<file path="src/rtl/cstk_pkg.sv">
package cstk_pkg;

   // One action per instruction slot, after priority resolution
   typedef enum logic [2:0] {
      OP_HOLD  = 3'd0,
      OP_STEP  = 3'd1,
      OP_JFULL = 3'd2,
      OP_JPAGE = 3'd3,
      OP_CALL  = 3'd4,
      OP_RET   = 3'd5,
      OP_FAULT = 3'd6
   } cstk_op_e;

endpackage

</file>
<file path="src/rtl/cstk_arb.sv">
module cstk_arb
   import cstk_pkg::*;
(
   input  logic     call_i,
   input  logic     ret_i,
   input  logic     jfull_i,
   input  logic     jpage_i,
   input  logic     step_i,
   input  logic     blocked_i,
   input  logic     at_top_i,
   input  logic     at_bottom_i,
   output cstk_op_e op_o
);

   always_comb begin
      op_o = OP_HOLD;
      if (blocked_i)     op_o = OP_HOLD;
      else if (call_i)   op_o = at_top_i    ? OP_FAULT : OP_CALL;
      else if (ret_i)    op_o = at_bottom_i ? OP_FAULT : OP_RET;
      else if (jfull_i)  op_o = OP_JFULL;
      else if (jpage_i)  op_o = OP_JPAGE;
      else if (step_i)   op_o = OP_STEP;
   end

endmodule

</file>
<file path="src/rtl/cstk_ptr.sv">
module cstk_ptr
   import cstk_pkg::*;
#(
   parameter int SP_W      = 2,
   parameter int IDX_W     = 4,
   parameter bit GROW_DOWN = 1'b1
) (
   input  logic             clk,
   input  logic             rst_n,
   input  cstk_op_e         op_i,
   output logic [SP_W-1:0]  sp_o,
   output logic             at_top_o,
   output logic             at_bottom_o,
   output logic [IDX_W-1:0] wr_idx_o,
   output logic [IDX_W-1:0] rd_idx_o
);

   localparam int              DEPTH   = 1 << SP_W;
   localparam logic [SP_W-1:0] SP_MAX  = '1;
   localparam logic [IDX_W-1:0] IDX_TOP = '1;
   localparam logic [IDX_W-1:0] IDX_BASE = IDX_W'((1 << IDX_W) - DEPTH);

   initial begin : chk_params
      assert (SP_W >= 1 && SP_W <= IDX_W)
         else $fatal(1, "cstk_ptr: pointer wider than pair index");
   end

   logic [SP_W-1:0] sp_q;
   logic [SP_W-1:0] sp_pop;

   assign sp_pop = sp_q - SP_W'(1);

   always_ff @(posedge clk or negedge rst_n) begin
      if (!rst_n) begin
         sp_q <= '0;
      end else begin
         case (op_i)
            OP_CALL:  sp_q <= sp_q + SP_W'(1);
            OP_RET:   sp_q <= sp_pop;
            OP_FAULT: sp_q <= '0;
            default:  sp_q <= sp_q;
         endcase
      end
   end

   generate
      if (GROW_DOWN) begin : g_down
         assign wr_idx_o = IDX_TOP - IDX_W'(sp_q);
         assign rd_idx_o = IDX_TOP - IDX_W'(sp_pop);
      end else begin : g_up
         assign wr_idx_o = IDX_BASE + IDX_W'(sp_q);
         assign rd_idx_o = IDX_BASE + IDX_W'(sp_pop);
      end
   endgenerate

   assign sp_o        = sp_q;
   assign at_top_o    = (sp_q == SP_MAX);
   assign at_bottom_o = (sp_q == '0);

   AST_SP_PUSH: assert property (@(posedge clk) disable iff (!rst_n)
      (op_i == OP_CALL) |=> (sp_q == $past(sp_q) + SP_W'(1)));
   AST_SP_POP: assert property (@(posedge clk) disable iff (!rst_n)
      (op_i == OP_RET) |=> (sp_q == $past(sp_q) - SP_W'(1)));
   AST_SP_FAULT_CLEAR: assert property (@(posedge clk) disable iff (!rst_n)
      (op_i == OP_FAULT) |=> (sp_q == '0));

endmodule

</file>
<file path="src/rtl/cstk_pc.sv">
module cstk_pc
   import cstk_pkg::*;
#(
   parameter int PC_W     = 10,
   parameter int WORD_W   = 5,
   parameter int PAGE_W   = 8,
   parameter int CALL_OFS = 1,
   parameter int RET_OFS  = 2
) (
   input  logic              clk,
   input  logic              rst_n,
   input  cstk_op_e          op_i,
   input  logic [PC_W-1:0]   target_i,
   input  logic [WORD_W-1:0] rd_hi_i,
   input  logic [WORD_W-1:0] rd_lo_i,
   output logic [PC_W-1:0]   pc_o,
   output logic [WORD_W-1:0] save_hi_o,
   output logic [WORD_W-1:0] save_lo_o
);

   initial begin : chk_params
      assert (PC_W == 2 * WORD_W)
         else $fatal(1, "cstk_pc: address must fill exactly one register pair");
      assert (PAGE_W >= 1 && PAGE_W <= PC_W)
         else $fatal(1, "cstk_pc: page width out of range");
   end

   logic [PC_W-1:0] pc_q;
   logic [PC_W-1:0] pc_save;
   logic [PC_W-1:0] pc_ret;
   logic [PC_W-1:0] pc_page;

   assign pc_save = pc_q + PC_W'(CALL_OFS);
   assign pc_ret  = {rd_hi_i, rd_lo_i} + PC_W'(RET_OFS);

   generate
      if (PAGE_W == PC_W) begin : g_flat
         assign pc_page = target_i;
      end else begin : g_paged
         assign pc_page = {pc_q[PC_W-1:PAGE_W], target_i[PAGE_W-1:0]};

         AST_PAGE_KEEP: assert property (@(posedge clk) disable iff (!rst_n)
            (op_i == OP_JPAGE) |=> (pc_q[PC_W-1:PAGE_W] == $past(pc_q[PC_W-1:PAGE_W])));
      end
   endgenerate

   always_ff @(posedge clk or negedge rst_n) begin
      if (!rst_n) begin
         pc_q <= '0;
      end else begin
         case (op_i)
            OP_STEP:  pc_q <= pc_q + PC_W'(1);
            OP_JFULL: pc_q <= target_i;
            OP_JPAGE: pc_q <= pc_page;
            OP_CALL:  pc_q <= target_i;
            OP_RET:   pc_q <= pc_ret;
            OP_FAULT: pc_q <= '0;
            default:  pc_q <= pc_q;
         endcase
      end
   end

   assign pc_o      = pc_q;
   assign save_hi_o = pc_save[PC_W-1:WORD_W];
   assign save_lo_o = pc_save[WORD_W-1:0];

   AST_RET_RESUME: assert property (@(posedge clk) disable iff (!rst_n)
      (op_i == OP_RET) |=> (pc_q == $past({rd_hi_i, rd_lo_i}) + PC_W'(RET_OFS)));
   AST_CALL_TARGET: assert property (@(posedge clk) disable iff (!rst_n)
      (op_i == OP_CALL) |=> (pc_q == $past(target_i)));

endmodule

</file>
<file path="src/rtl/cstk_ctrl.sv">
module cstk_ctrl
   import cstk_pkg::*;
#(
   parameter int PC_W      = 10,
   parameter int WORD_W    = 5,
   parameter int SP_W      = 2,
   parameter int IDX_W     = 4,
   parameter int PAGE_W    = 8,
   parameter bit GROW_DOWN = 1'b1
) (
   input  logic              clk,
   input  logic              rst_n,
   input  logic              step_i,
   input  logic              jfull_i,
   input  logic              jpage_i,
   input  logic              call_i,
   input  logic              ret_i,
   input  logic [PC_W-1:0]   target_i,
   input  logic [WORD_W-1:0] rd_hi_i,
   input  logic [WORD_W-1:0] rd_lo_i,
   output logic [IDX_W-1:0]  rd_idx_o,
   output logic              wr_en_o,
   output logic [IDX_W-1:0]  wr_idx_o,
   output logic [WORD_W-1:0] wr_hi_o,
   output logic [WORD_W-1:0] wr_lo_o,
   output logic [SP_W-1:0]   sp_o,
   output logic [PC_W-1:0]   pc_o,
   output logic              cpu_rst_o
);

   localparam logic [SP_W-1:0] SP_MAX = '1;

   cstk_op_e op;
   logic     at_top;
   logic     at_bottom;
   logic     fault_q;

   cstk_arb u_arb (
      .call_i      (call_i),
      .ret_i       (ret_i),
      .jfull_i     (jfull_i),
      .jpage_i     (jpage_i),
      .step_i      (step_i),
      .blocked_i   (fault_q),
      .at_top_i    (at_top),
      .at_bottom_i (at_bottom),
      .op_o        (op)
   );

   cstk_ptr #(
      .SP_W      (SP_W),
      .IDX_W     (IDX_W),
      .GROW_DOWN (GROW_DOWN)
   ) u_ptr (
      .clk         (clk),
      .rst_n       (rst_n),
      .op_i        (op),
      .sp_o        (sp_o),
      .at_top_o    (at_top),
      .at_bottom_o (at_bottom),
      .wr_idx_o    (wr_idx_o),
      .rd_idx_o    (rd_idx_o)
   );

   cstk_pc #(
      .PC_W   (PC_W),
      .WORD_W (WORD_W),
      .PAGE_W (PAGE_W)
   ) u_pc (
      .clk       (clk),
      .rst_n     (rst_n),
      .op_i      (op),
      .target_i  (target_i),
      .rd_hi_i   (rd_hi_i),
      .rd_lo_i   (rd_lo_i),
      .pc_o      (pc_o),
      .save_hi_o (wr_hi_o),
      .save_lo_o (wr_lo_o)
   );

   // Runaway-stack pulse: high for the single cycle after the faulting edge
   always_ff @(posedge clk or negedge rst_n) begin
      if (!rst_n) fault_q <= 1'b0;
      else        fault_q <= (op == OP_FAULT);
   end

   assign wr_en_o   = (op == OP_CALL);
   assign cpu_rst_o = fault_q;

   AST_NO_OVERFLOW_WRITE: assert property (@(posedge clk) disable iff (!rst_n)
      (call_i && sp_o == SP_MAX) |-> !wr_en_o);
   AST_PULSE_SINGLE: assert property (@(posedge clk) disable iff (!rst_n)
      cpu_rst_o |=> !cpu_rst_o);
   AST_PULSE_CLEARS: assert property (@(posedge clk) disable iff (!rst_n)
      cpu_rst_o |-> (pc_o == '0 && sp_o == '0));
   AST_PULSE_QUIET: assert property (@(posedge clk) disable iff (!rst_n)
      cpu_rst_o |=> (pc_o == '0 && sp_o == '0));
   AST_WRITE_ONLY_CALL: assert property (@(posedge clk) disable iff (!rst_n)
      wr_en_o |-> (call_i && !cpu_rst_o));

endmodule

</file>
<file path="config.mk">
export PLATFORM = sky130hd
export DESIGN_NAME = cstk_ctrl
export DESIGN_NICKNAME = d
export VERILOG_FILES = /design/src/rtl/cstk_pkg.sv /design/src/rtl/cstk_arb.sv /design/src/rtl/cstk_ptr.sv /design/src/rtl/cstk_pc.sv /design/src/rtl/cstk_ctrl.sv
export SDC_FILE = /design/constraint.sdc
export NUM_CORES = 1
export LEC_CHECK = 0
export ABC_AREA = 1
export BUFFER_PORTS_ARGS = -buffer_cell sky130_fd_sc_hd__buf_2
export CORE_ASPECT_RATIO = 1.75
export CORE_MARGIN = 1.5
export CORE_UTILIZATION = 48
export DETAILED_ROUTE_END_ITERATION = 7
export HOLD_SLACK_MARGIN = 0.08
export PLACE_DENSITY_LB_ADDON = 0.15
export SLEW_MARGIN = 15
export SYNTH_ARGS = -nofsm -noshare
export SYNTH_HDL_FRONTEND = slang
export SYNTH_SLANG_ARGS = --single-unit
</file>
<file path="constraint.sdc">
create_clock -name clk -period 2 [get_ports clk]
set_input_delay 0.2 -clock clk [delete_from_list [all_inputs] [get_ports clk]]
set_output_delay 0.2 -clock clk [all_outputs]
set_load 0.02 [all_outputs]
</file>
==> results by group, run 1 <==
Detailed routing
  • DR pass1 iterations: 4
  • Vias per cell: between 4 and 5
  • Antenna Nets Post-Route: 0
  • DR iter-0 viols: 31
  • Wirelength per Cell: 10.3 um
  • Post-Route WL: 3.24 mm
  • Residual DRC: 0
  • Total vias in the final route: between 1500 and 2000

Timing
  • Tcrit/Tclk final: about 93%
  • Final setup viols: 0
  • Clock skew: 0.00629 ns
  • Minimum clock period: about 1.9 ns
  • Final Slew Violations: 0
  • TNS Setup: 0 ns
  • Fmax: roughly 540 MHz
  • Setup ws final: 0.140 ns
  • Final hold vios: 0
  • RSZ-0062 raised after global routing: no

Hold path
  • Hold path cells: 5
  • Hold Path Class: input port to flop

Power and ir drop
  • P_leak: between 1 and 1.5 nW
  • Final Power: around 0.0024 W
  • Worst IR Drop VDD: between 0.0007 and 0.0008 V
  • Cell Pwr Density: roughly 1400 nW/um^2

Final layout
  • Fin area: around 1800 sq um
  • Final nets: ~320
  • Synth-to-layout area growth: 29.0%
  • N_diodes: 0
  • Fillers: 280
  • Fraction of layout cells with a size suffix above 1: around 30%

Critical path
  • Critical Path Sink Type: output pin
  • Most frequent CP cell: nand3_1
  • Worst Path Arrival: between 1.5 and 2 ns
  • CP cell instances: ha_1 -> nand3_1 -> nor2_2 -> nand3_1 -> xor2_2 -> inv_1 -> buf_2
  • CP max FO: 7
  • Max stage delay on crit path: a little over 0.4 ns
  • Critical setup path kind: flop to output pin
  • Critical-path top delay cell: dfrtp_2
  • R2R depth: 13
  • CP Data Required Time: 1.80 ns
  • Worst Setup Start Kind: flop

Logic synthesis
  • Synth Area in Compound Gates: ~5.7%
  • Dominant cell type by area after synthesis: nand2_1
  • Synthesized area: ~1400 sq um
  • Synthesized instance count: 228
  • Synth top area cells: nand2_1, dfrtp_1, inv_1, nor2_1, nand3_1
  • Largest family of logic cells by synthesized area: simple AND/OR/NAND/NOR gates
  • Ys Warns: 0
  • Adder-Cell Fraction of Synth Area: under 10%
  • Sequential-to-total area share from yosys stat: a little under a quarter
  • Library cells used by synthesis: 27
  • Mapped Avg Cell Area: about 6.0 sq um
  • Yosys reg bits: 13
  • Post-Synth XOR/XNOR Area: under 10%
  • Simple-Gate Fraction of Synth Area: between 40% and 50%
  • Share of the synthesized area in the top cell type: about a quarter
  • Multiplexer share of the synthesized area: 0%

CTS
  • Max Buffers Root-to-Sink: 2
  • Worst-path clk slew: 0.05 ns
  • Clock Latency Late Sink: between 0.2 and 0.25 ns
  • CTS sink cnt: 13
  • Inserted Clock Buffers: 3
  • H-tree depth: 1
  • CTS tree: yes
  • Root Buffer: clkbuf_8

Placed design
  • Placement Setup Slack: 0.0690 ns
  • Gpl congestion: 0.832
  • Hpwl dp: ~2.7 mm
  • Placed cell areas: roughly 1600 sq um
  • Port bufs: between 50 and 60

Flow run
  • Maxcap violations: 0

GRT
  • Grt ovf: 0
  • Vias in the first global route: between 1000 and 1500
  • Largest net degree at the start of global routing: 16
  • First-pass GRT wire length: ~5 mm
  • Overall global routing resource usage: 20.3%
  • Initial antenna violation count: 0

Floorplan
  • Starting Density: 50.6%
  • Core ar.: approximately 2700 sq um
  • Die ar.: between 3000 and 4000 sq um
  • # IOs: around 60
  • Vert. Die Dim: between 70 and 80 um
  • Die X: 43.5 um
  • Row cnt: 25

Status
  • Run status: finished clean
-- cells in the mapped netlist --
library cell and number:
a21boi_4 1, a21oi_1 2, buf_2 3, buf_4 5
buf_6 1, clkinv_1 5, conb_1 1, dfrtp_1 13
ha_1 4, inv_1 28, inv_2 4, nand2_1 89
nand2_2 2, nand2_4 1, nand3_1 16, nand3_2 1
nand3_4 1, nand4_1 6, nor2_1 23, nor2_2 2
nor2_4 1, o21ai_0 5, o21ai_4 1, o221ai_1 1
or2_0 1, xnor2_1 3, xor2_1 8
-- path summary, 6_finish.rpt --
check	startpoint	end	slack [ns]
max in group asynchronous	rst_n	u_pc.pc_o[1]$_DFFE_PN0P_	1.38
max	u_pc.pc_o[0]$_DFFE_PN0P_	wr_hi_o[3]	0.14
min reg2reg	u_pc.pc_o[1]$_DFFE_PN0P_	u_pc.pc_o[1]$_DFFE_PN0P_	0.55
min	target_i[2]	u_pc.pc_o[2]$_DFFE_PN0P_	0.25
max reg2reg	u_ptr.sp_o[0]$_DFFE_PN0P_	u_pc.pc_o[0]$_DFFE_PN0P_	0.16
min in group asynchronous	rst_n	u_pc.pc_o[7]$_DFFE_PN0P_	0.36
-- cell families after synthesis --
logic type,after synthesis
DFF,13
xor gates and xnor gates,11
buffers and inverters,46
and+or+nand+nor,143
other,1
adders and majority gates,4
AOI/OAI and AO/OA,10
-- report_power, final --
group          total (W)  leakage, nW  internal [W]  switching (W)
Combinational    0.00165        0.893      0.000585        0.00107
Clock           0.000232       0.0255      0.000137      0.0000950
Sequential      0.000549        0.160      0.000389       0.000160
-- routing by layer --
metal,routed length (um),global-route usage [%]
met5,0,0
met2,1820,38.3
met3,97,0.246
met1,1260,22.3
met4,61,10.8
-- state kept, by name, summed over array words and instances, names as in the netlist --
register,cells
cpu_rst_o,1
u_pc.pc_o,10
u_ptr.sp_o,2
-- repair_timing --
| item | in CTS | in global routing |
|---|---|---|
| hold endpoints to repair | 13 | 0 |
| hold buffers | 1 | 0 |
| buffers inserted | 0 | 5 |
| setup endpoints to repair | 1 | 7 |
| pin swaps | 0 | 1 |
| resized for setup | 2 | 10 |
-- worst max-delay path, delay by kind of cell, from the launching register on --
family,cells,cell delay (ns)
adder cells (fa/ha/maj),1,0.19
buffers and inverters,2,0.20
flip-flops,1,0.41
AND/OR/NAND/NOR,3,0.43
XOR/XNOR,1,0.19
-- cells in the final DEF (no fill, tap or decap), drive strengths merged, types with 2 or more instances in the layout --
| master | count |
|---|---|
| a21oi | 2 |
| inv | 32 |
| ha | 4 |
| nor2 | 26 |
| dfrtp | 13 |
| conb | 4 |
| o21ai | 6 |
| xnor2 | 3 |
| clkinv | 6 |
| nand3 | 18 |
| buf | 60 |
| nand4 | 6 |
| clkbuf | 3 |
| nand2 | 92 |
| xor2 | 8 |
-- final cells by class --
type                       instances  area [sq um]  share of cell area, %
tap                               27          33.8                   1.90
multi-input combinational        172           901                   50.7
clock buffer                       3          41.3                   2.33
sequential                        13           328                   18.5
inverter                          37           139                   7.82
timing repair buffer              61           328                   18.5
clock inverter                     1          5.00                  0.282
-- through the flow --
step / util, % / cells / hold slack [ns]
after floorplan: - / 231 / -0.0956
after global placement: 60.1 / 304 / 0.103
after detailed placement: 60.1 / 304 / 0.103
after CTS: 62.7 / 309 / 0.253
after global routing: 65.2 / 314 / 0.285
final: 65.2 / 314 / 0.254
Note: power is estimated with default switching activity, not from simulation.
==> run 2, diff against run 1 <==
- CORE_UTILIZATION: 48 -> 49
- CTS_BUF_LIST: default -> sky130_fd_sc_hd__clkbuf_4 sky130_fd_sc_hd__clkbuf_8
==> results by group, run 2 (synthesis gave the netlist of run 1 again) <==
Final layout
  • Area of the multi-input gates: around 880 sq um
  • Fillers: between 200 and 300
  • Synth-to-layout area growth: 27.7%
  • Fin area: 1760 sq um
  • N_diodes: 0
  • Most frequent cells in the layout: nand2_1, buf_2, inv_1
  • Max FFs per register: 10
  • Final cell utilization of the core: 65.3%
  • Fraction of layout cells with a size suffix above 1: approximately 28%
  • Leading cell type in the layout, fill and taps excluded: nand2_1
  • Final nets: 320
  • FF+latch area: about 330 sq um

Timing
  • RSZ-0062 raised after global routing: yes
  • Clock skew: a little under 0.008 ns
  • Fmax: approximately 540 MHz
  • Setup ws final: between 0.1 and 0.15 ns
  • Final hold vios: 0
  • Minimum clock period: 1.86 ns
  • Final Slew Violations: 0
  • TNS Setup: 0 ns
  • Tcrit/Tclk final: between 90% and 100%
  • Final setup viols: 0

GRT
  • Initial antenna violation count: 0
  • Largest net degree at the start of global routing: 16
  • Overall global routing resource usage: roughly 22%
  • Grt ovf: 0
  • First-pass GRT wire length: around 5.3 mm
  • Vias in the first global route: around 1300

Detailed routing
  • DR iter-0 viols: 22
  • Total vias in the final route: ~1500
  • DR pass1 iterations: 4
  • Vias per cell: around 4.7
  • Post-Route WL: between 3 and 4 mm
  • Antenna Nets Post-Route: 0
  • Residual DRC: 0
  • Wirelength per Cell: 10.0 um

Flow run
  • Maxcap violations: 0

Critical path
  • R2R depth: 13
  • CP Data Required Time: approximately 1.8 ns
  • Critical Path Sink Type: output pin
  • Critical setup path kind: flop to output pin
  • R2R Setup Slk: around 0.17 ns
  • Worst flop-to-flop path startpoint: u_ptr.sp_o[0]$_DFFE_PN0P_
  • Worst Setup Start Kind: flop
  • Worst Path Arrival: about 1.7 ns
  • CP max FO: 6
  • Reg-to-reg endpoint: u_pc.pc_o[7]$_DFFE_PN0P_

CTS
  • CTS sink cnt: 13
  • Clock Latency Late Sink: roughly 0.24 ns
  • Max Buffers Root-to-Sink: 2
  • Root Buffer: clkbuf_8
  • CTS tree: yes
  • Inserted Clock Buffers: 3
  • Worst-path clk slew: 0.06 ns
  • H-tree depth: 1

Floorplan
  • Die ar.: around 3100 sq um
  • Die X: about 43 um
  • Row cnt: 25
  • Vert. Die Dim: around 73 um
  • # IOs: slightly below 60
  • Starting Density: between 50% and 60%
  • Core ar.: about 2700 sq um

Power and ir drop
  • Final Power: 0.00243 W
  • P_leak: between 1 and 1.5 nW
  • Worst IR Drop VDD: roughly 0.00088 V
  • Cell Pwr Density: ~1400 nW/um^2

Placed design
  • Placement Setup Slack: between 0.06 and 0.07 ns
  • Placed cell areas: approximately 1700 sq um
  • Port bufs: 54
  • Hpwl dp: between 2 and 3 mm
  • Gpl congestion: 0.826

Hold path
  • Min-delay src: target_i[7]
  • Hold Path Class: input port to flop
  • Hold EP: u_pc.pc_o[7]$_DFFE_PN0P_
  • Hold path cells: 5

Status
  • Run status: finished clean
==> run 2: worst max-delay path by stage <==
stage	from	endpoint	slack, ns
global placement	u_ptr.sp_o[0]$_DFFE_PN0P_	u_pc.pc_o[7]$_DFFE_PN0P_	0.16
finish	u_ptr.sp_o[0]$_DFFE_PN0P_	wr_en_o	0.14
CTS	u_ptr.sp_o[0]$_DFFE_PN0P_	wr_en_o	0.04
floorplan	u_ptr.sp_o[0]$_DFFE_PN0P_	u_pc.pc_o[9]$_DFFE_PN0P_	0.09
detailed placement	u_ptr.sp_o[0]$_DFFE_PN0P_	u_pc.pc_o[7]$_DFFE_PN0P_	0.06
global route	u_ptr.sp_o[0]$_DFFE_PN0P_	u_pc.pc_o[7]$_DFFE_PN0P_	-0.004
==> run 2: worst max-delay path: stages, from the launching register on <==
cell and delay [ns]:
dfrtp_1 0.36, inv_1 0.08, ha_1 0.19, inv_1 0.05, nand2_1 0.10, nand2_1 0.10, nand2_2 0.09, nand2_8 0.09
nand3_2 0.10, inv_2 0.09, buf_4 0.14
==> run 2: what timing repair did <==
action,4_1_cts,5_1_grt
endpoints found under the hold margin,13,0
gates cloned,0,0
gates resized for setup,2,3
pin swaps,0,0
setup buffers,1,3
setup endpoints to repair,1,6
hold buffers,1,0
==> run 2: stage by stage <==
| step | cells | hold slack, ns |
|---|---|---|
| finish | 315 | 0.241 |
| global route | 315 | 0.252 |
| CTS | 312 | 0.244 |
| detailed placement | 306 | 0.111 |
| global placement | 306 | 0.104 |
| floorplan | 231 | -0.0956 |
==> run 2: layout make-up <==
| cell class | count | share of cell area, % |
|---|---|---|
| multi-input combinational | 172 | 49.8 |
| timing repair buffer | 62 | 19.1 |
| sequential | 13 | 18.5 |
| inverter | 37 | 7.90 |
| clock buffer | 4 | 2.78 |
| tap | 27 | 1.92 |
==> run 2: where the power goes <==
group	switching [W]	total (W)	leakage, nW	internal [W]
clock	0.0000960	0.000250	0.0262	0.000154
combinational	0.00107	0.00166	0.892	0.000589
sequential	0.000136	0.000521	0.163	0.000385
total	0.00130	0.00243	1.08	0.00113
==> run 2: routing by layer <==
layer / GRT usage [%] / share of wire [%] / wire, um
met1: 25.8 / 40 / 1280
met2: 40.7 / 55 / 1740
met3: 0 / 2.8 / 89
met4: 9.09 / 1.7 / 53
met5: 0 / 0 / 0
